### config.mk
export PLATFORM = sky130hd
export DESIGN_NAME = irq_router
export DESIGN_NICKNAME = d
export VERILOG_FILES = /design/src/rtl/irq_router_pkg.sv /design/src/rtl/irq_route_regs.sv /design/src/rtl/irq_sci_tracker.sv /design/src/rtl/irq_merge.sv /design/src/rtl/irq_router.sv
export SDC_FILE = /design/constraint.sdc
export NUM_CORES = 1
export LEC_CHECK = 0
export BUFFER_PORTS_ARGS = -buffer_cell sky130_fd_sc_hd__buf_4
export CAP_MARGIN = 15
export CELL_PAD_IN_SITES_DETAIL_PLACEMENT = 1
export CELL_PAD_IN_SITES_GLOBAL_PLACEMENT = 1
export CORE_UTILIZATION = 41
export CTS_BUF_LIST = sky130_fd_sc_hd__clkbuf_8
export DETAILED_ROUTE_END_ITERATION = 7
export HOLD_SLACK_MARGIN = 0.1
export PLACE_DENSITY = 0.84
export SYNTH_ARGS = -nofsm -noshare
export SYNTH_HDL_FRONTEND = slang
export SYNTH_SLANG_ARGS = --single-unit
### constraint.sdc
create_clock -name clk -period 1.6 [get_ports clk]
set_input_delay 0.16 -clock clk [delete_from_list [all_inputs] [get_ports clk]]
set_output_delay 0.16 -clock clk [all_outputs]
set_load 0.01 [all_outputs]
### src/rtl/irq_router_pkg.sv
package irq_router_pkg;
  localparam int LINE_W = 4;

  typedef struct packed {
    logic              cut;
    logic [LINE_W-1:0] line;
  } route_t;

  typedef struct packed {
    logic       hit;
    logic [4:0] line;
  } sci_tgt_t;

  function automatic route_t route_from_byte(input logic [7:0] b);
    route_t r;
    r.cut  = b[7];
    r.line = b[LINE_W-1:0];
    return r;
  endfunction

  function automatic logic [7:0] route_to_byte(input route_t r);
    return {r.cut, 3'b000, r.line};
  endfunction

  function automatic sci_tgt_t sci_decode(input logic [2:0] code);
    sci_tgt_t t;
    t.hit = 1'b1;
    case (code)
      3'd0:    t.line = 5'd9;
      3'd1:    t.line = 5'd10;
      3'd2:    t.line = 5'd11;
      3'd4:    t.line = 5'd20;
      3'd5:    t.line = 5'd21;
      default: begin t.hit = 1'b0; t.line = 5'd0; end
    endcase
    return t;
  endfunction
endpackage

### src/rtl/irq_route_regs.sv
module irq_route_regs
  import irq_router_pkg::*;
#(
  parameter int NUM_PIRQ  = 8,
  parameter int AW        = 4,
  parameter int LO_BASE   = 0,
  parameter int HI_BASE   = 8,
  parameter int SCI_ADDR  = 4,
  parameter logic [7:0] ROUTE_RST = 8'h80,
  parameter logic [2:0] SCI_RST   = 3'd0
) (
  input  logic                       clk,
  input  logic                       rst_n,
  input  logic                       we,
  input  logic [AW-1:0]              addr,
  input  logic [7:0]                 wdata,
  output logic [7:0]                 rdata,
  output route_t [NUM_PIRQ-1:0]      route_o,
  output logic [2:0]                 sci_sel_o
);
  localparam int HALF = NUM_PIRQ / 2;

  function automatic logic [AW-1:0] slot_addr(input int idx);
    return (idx < HALF) ? AW'(LO_BASE + idx) : AW'(HI_BASE + idx - HALF);
  endfunction

  route_t [NUM_PIRQ-1:0] route_q;
  logic   [2:0]          sci_q;

  always_ff @(posedge clk or negedge rst_n) begin
    if (!rst_n) begin
      for (int i = 0; i < NUM_PIRQ; i++) route_q[i] <= route_from_byte(ROUTE_RST);
      sci_q <= SCI_RST;
    end else if (we) begin
      for (int i = 0; i < NUM_PIRQ; i++)
        if (addr == slot_addr(i)) route_q[i] <= route_from_byte(wdata);
      if (addr == AW'(SCI_ADDR)) sci_q <= wdata[2:0];
    end
  end

  always_comb begin
    rdata = 8'h00;
    for (int i = 0; i < NUM_PIRQ; i++)
      if (addr == slot_addr(i)) rdata = route_to_byte(route_q[i]);
    if (addr == AW'(SCI_ADDR)) rdata = {5'b00000, sci_q};
  end

  assign route_o   = route_q;
  assign sci_sel_o = sci_q;
endmodule

### src/rtl/irq_sci_tracker.sv
module irq_sci_tracker (
  input  logic clk,
  input  logic rst_n,
  input  logic sci_in,
  output logic sci_lvl_o,
  output logic sci_change_o
);
  logic lvl_q;

  assign sci_change_o = (sci_in != lvl_q);

  always_ff @(posedge clk or negedge rst_n) begin
    if (!rst_n)            lvl_q <= 1'b0;
    else if (sci_change_o) lvl_q <= sci_in;
  end

  assign sci_lvl_o = lvl_q;
endmodule

### src/rtl/irq_merge.sv
module irq_merge
  import irq_router_pkg::*;
#(
  parameter int NUM_PIRQ  = 8,
  parameter int PIC_LINES = 16,
  parameter int GSI_LINES = 24
) (
  input  logic                  clk,
  input  logic                  rst_n,
  input  logic [NUM_PIRQ-1:0]   pirq,
  input  route_t [NUM_PIRQ-1:0] route,
  input  logic [2:0]            sci_sel,
  input  logic                  sci_lvl,
  output logic [PIC_LINES-1:0]  pic_o,
  output logic [GSI_LINES-1:0]  gsi_o
);
  logic [PIC_LINES-1:0] pic_next;
  logic [GSI_LINES-1:0] gsi_next;
  sci_tgt_t             tgt;

  assign tgt = sci_decode(sci_sel);

  always_comb begin
    pic_next = '0;
    gsi_next = '0;
    for (int i = 0; i < NUM_PIRQ; i++) begin
      gsi_next[PIC_LINES + i] = pirq[i];
      if (!route[i].cut && int'(route[i].line) < PIC_LINES && pirq[i])
        pic_next[route[i].line] = 1'b1;
    end
    if (tgt.hit && sci_lvl) begin
      if (int'(tgt.line) < GSI_LINES) gsi_next[tgt.line] = 1'b1;
      if (int'(tgt.line) < PIC_LINES) pic_next[tgt.line[LINE_W-1:0]] = 1'b1;
    end
  end

  always_ff @(posedge clk or negedge rst_n) begin
    if (!rst_n) begin
      pic_o <= '0;
      gsi_o <= '0;
    end else begin
      pic_o <= pic_next;
      gsi_o <= gsi_next;
    end
  end
endmodule

### src/rtl/irq_router.sv
module irq_router
  import irq_router_pkg::*;
#(
  parameter int NUM_PIRQ  = 8,
  parameter int PIC_LINES = 16,
  parameter int GSI_LINES = 24,
  parameter int AW        = 4
) (
  input  logic                 clk,
  input  logic                 rst_n,
  input  logic                 cfg_we,
  input  logic [AW-1:0]        cfg_addr,
  input  logic [7:0]           cfg_wdata,
  output logic [7:0]           cfg_rdata,
  input  logic [NUM_PIRQ-1:0]  pirq_in,
  input  logic                 sci_in,
  output logic [PIC_LINES-1:0] pic_irq_o,
  output logic [GSI_LINES-1:0] gsi_o
);
  route_t [NUM_PIRQ-1:0] route;
  logic   [2:0]          sci_sel;
  logic                  sci_lvl;
  logic                  sci_change;

  irq_route_regs #(.NUM_PIRQ(NUM_PIRQ), .AW(AW)) u_regs (
    .clk(clk), .rst_n(rst_n), .we(cfg_we), .addr(cfg_addr), .wdata(cfg_wdata),
    .rdata(cfg_rdata), .route_o(route), .sci_sel_o(sci_sel)
  );

  irq_sci_tracker u_sci (
    .clk(clk), .rst_n(rst_n), .sci_in(sci_in),
    .sci_lvl_o(sci_lvl), .sci_change_o(sci_change)
  );

  irq_merge #(.NUM_PIRQ(NUM_PIRQ), .PIC_LINES(PIC_LINES), .GSI_LINES(GSI_LINES)) u_merge (
    .clk(clk), .rst_n(rst_n), .pirq(pirq_in), .route(route), .sci_sel(sci_sel),
    .sci_lvl(sci_lvl), .pic_o(pic_irq_o), .gsi_o(gsi_o)
  );
endmodule

==> out/metrics.yaml <==
grt_pass1_vias: 5021
worst_slack_ps: -462
dp_hpwl_um: 13400
setup_violations: 19
routed.top_layer: "met4"
p_clk_share_pct: 17.9
synthFlopType: "dfrtp_1"
maxSlewViolCount: 0
seqPwrFrac_pct: 34.9
numCtsBuffers: 9
cp_max_fo: 2
core_sq_um: 10400
cts.clk_slew.worst_paths_ps: 90
vias: 5031
filler_cell_count: 1080
gr-total-overflow: 0
critPathBufInv: 2
route.met3.wl_um: 2160
grt_usage_pct: 38.6
yosysWarnings: 0
slowest_delay_ps: 510
viasPerCell: 6.82
crit_required_ps: 1440
dr.pass1.iters: 5
routabilityCongestion: 0.980
grt_antenna_before_repair: 0
cp_cell_sequence: "buf_6, mux4_2, a22oi_2, nand2_1, buf_6"
synth.avg_cell_area_sq_um: 10.6
max-cap-violations: 0
clock_latency_ps: 380
finalSetupTns_ps: -3840
antenna_cells: 0
synth_edf_count: 0
finalCritPeriodShare_pct: 129
syn_area_sq_um: 4390
arrival_ps: 1900
ys_async_sr_fraction_pct: 100
hp-class: "in -> reg"
irDropWorstVdd_mv: 0.761
swShare_pct: 40.8
synth_cells: 412
cts_tree: "yes"
fin_worst_skew_ps: 15.4
clock-sinks: 76
cts_max_path_buffers: 2
areaGrowthSynthToFinish_pct: 51.7
io_buffers: 57
met2_length_um: 11300
total_power_uw: 8090
ys_types: 62
drive_gt1_share_pct: 55.5
critPathKind: "reg -> out"
wirelength_um: 23500
wl_per_cell_um: 31.9
p_comb_share_pct: 47.2
design.die.area_sq_um: 11100
grt_max_degree: 33
grt_first_pass_wirelength_um: 31200
layout.nets: 622
internal_power_uw: 4790
status: "finished with violations"
timing.fmax_ghz: 0.485
period_needed_ps: 2060
synth_seq_cells: 76
drc: 0
drt_iter0_drc: 485
final_hold_viol_count: 0
die_h_um: 105
slew_headroom_pct: 39.5
p_leak_uw: 0.00286
ios: 72
wl_met1_um: 8250
end_kind: "output pin"
yosysSeqAreaShare_pct: 43.6
cts_root_buf: "clkbuf_8"
power.density_nw_per_um2: 1220
cp-start-kind: "register"
fp.dieW_um: 105
worst_pin_slew_ps: 895
p_switching_uw: 3300
antenna_left: 0
crit_top_cell: "buf_6"
crit_family: "multiplexers"
grt_setup_unrepaired: "yes"
start_util_pct: 42.3
critPathSlowestCell: "mux4_2"
cts_max_level: 3
num_rows: 37
violations: "setup timing"
path summary, 6_finish.rpt:
check,start,to,slack (ps),cells after the start
max,u_regs.route_o[15],cfg_rdata[0],-460,5
min,cfg_wdata[1],u_regs.route_o[31],100,2
max reg2reg,u_regs.route_o[4],u_merge.pic_o[4],-360,6
min reg2reg,u_regs.sci_sel_o[0],u_merge.gsi_o[9],550,1
max in group asynchronous,rst_n,u_regs.route_o[14],720,3
min in group asynchronous,rst_n,u_merge.gsi_o[0],240,2
layout make-up:
type                            instances  area, sq um  share of cell area, %
Timing Repair Buffer                  196         1610                   24.1
Inverter                                6         22.5                  0.339
Clock buffer                           10          138                   2.07
Clock inverter                          5         37.5                  0.564
Tap cell                              136          170                   2.56
Sequential cell                        76         1920                   28.9
Multi-Input combinational cell        309         2750                   41.4
worst reg2reg max path: stages (launching register included):
cell       delay [ps]
dfstp_2           570
buf_4             160
nand4bb_4         170
buf_4             150
nor3_1             60
a21oi_1           410
nand3_1           250
synthesized netlist by cell type (all sizes together) (8+ instances only):
library cell  instances  area share (%)
nand3                14             1.6
nor3                 27             3.4
buf                  24             3.7
o32ai                 9             2.0
mux2                 43              11
clkbuf               12             1.3
a21oi                 9             1.0
o22ai                20             2.9
dfstp                 8             4.8
nor4                 10             1.4
dfrtp                68              39
nand4bb               8             2.4
nand4b                8             1.6
nand2b               18             2.6
nor2                 23             2.0
nand2                26             2.2
cell usage in the layout, fill, tap and decap left out, types with 5 or more instances in the layout:
master	Yosys	final
a21oi_1	9	5
buf_4	14	159
buf_6	1	25
clkbuf_8	1	10
conb_1	1	16
dfrtp_1	68	58
dfrtp_2	0	10
dfstp_2	8	8
dlygate4sd3_1	0	11
mux2_1	10	10
mux2_2	33	33
nand2_1	26	20
nand2_2	0	5
nand2b_1	18	15
nand3_1	14	12
nand4b_1	8	8
nor2_1	23	21
nor3_1	24	14
nor3_2	3	11
nor4_1	10	7
o22ai_1	20	14
o22ai_2	0	6
o32ai_2	1	5
power groups by stage:
stage               clock [uW]  sequential (uW)  combinational [uW]
floorplan                    0             2720                1270
global placement             0             2770                2610
detailed placement           0             2830                2640
finish                    1450             2820                3820
CTS                       1390             2710                3200
global route              1520             2830                3910
logic make-up (layout without fill, tap and decap cells):
| kind of cell | count (synthesis) | in the layout | share of synthesized area, % |
|---|---|---|---|
| DFF | 76 | 76 | 43.6 |
| other | 1 | 16 | 0.0855 |
| buffers and inverters | 42 | 217 | 5.45 |
| muxes | 48 | 48 | 13.3 |
| and+or+nand+nor | 168 | 168 | 24.4 |
| AOI/OAI and AO/OA | 77 | 77 | 13.1 |
metal layers:
metal  up-vias  global-route usage [%]
li1       1939                       -
met1      2502                    44.4
met2       432                    64.3
met3       158                    8.10
met4         0                    26.5
met5         -                       0
state kept, by name, indices dropped and copies added, names as in the netlist:
| signal | cells |
|---|---|
| u_merge.pic_o | 16 |
| u_regs.route_o | 40 |
| u_sci.sci_lvl_o | 1 |
| u_merge.gsi_o | 16 |
| u_regs.sci_sel_o | 3 |
per-stage QoR:
step / setup slack, ps / util (%) / area, sq um / cells / hold slack [ps]
4_1_cts: -385 / 60.9 / 6310 / 729 / 104
2_1_floorplan: 22.2 / - / 4440 / 427 / -136
6_report: -462 / 64.1 / 6650 / 738 / 97.9
3_3_place_gp: -112 / 53.4 / 5530 / 677 / 100
5_1_grt: -478 / 64.1 / 6650 / 738 / 119
3_5_place_dp: -72.1 / 53.4 / 5530 / 677 / 108
timing repair:
action | CTS | global route
resized for setup | 65 | 52
pin swaps | 26 | 26
hold buffers | 11 | 0
cloned | 0 | 0
buffers inserted | 27 | 9
setup endpoints to repair | 16 | 21
endpoints found under the hold margin | 76 | 0
(Power assumes the default switching activity.)
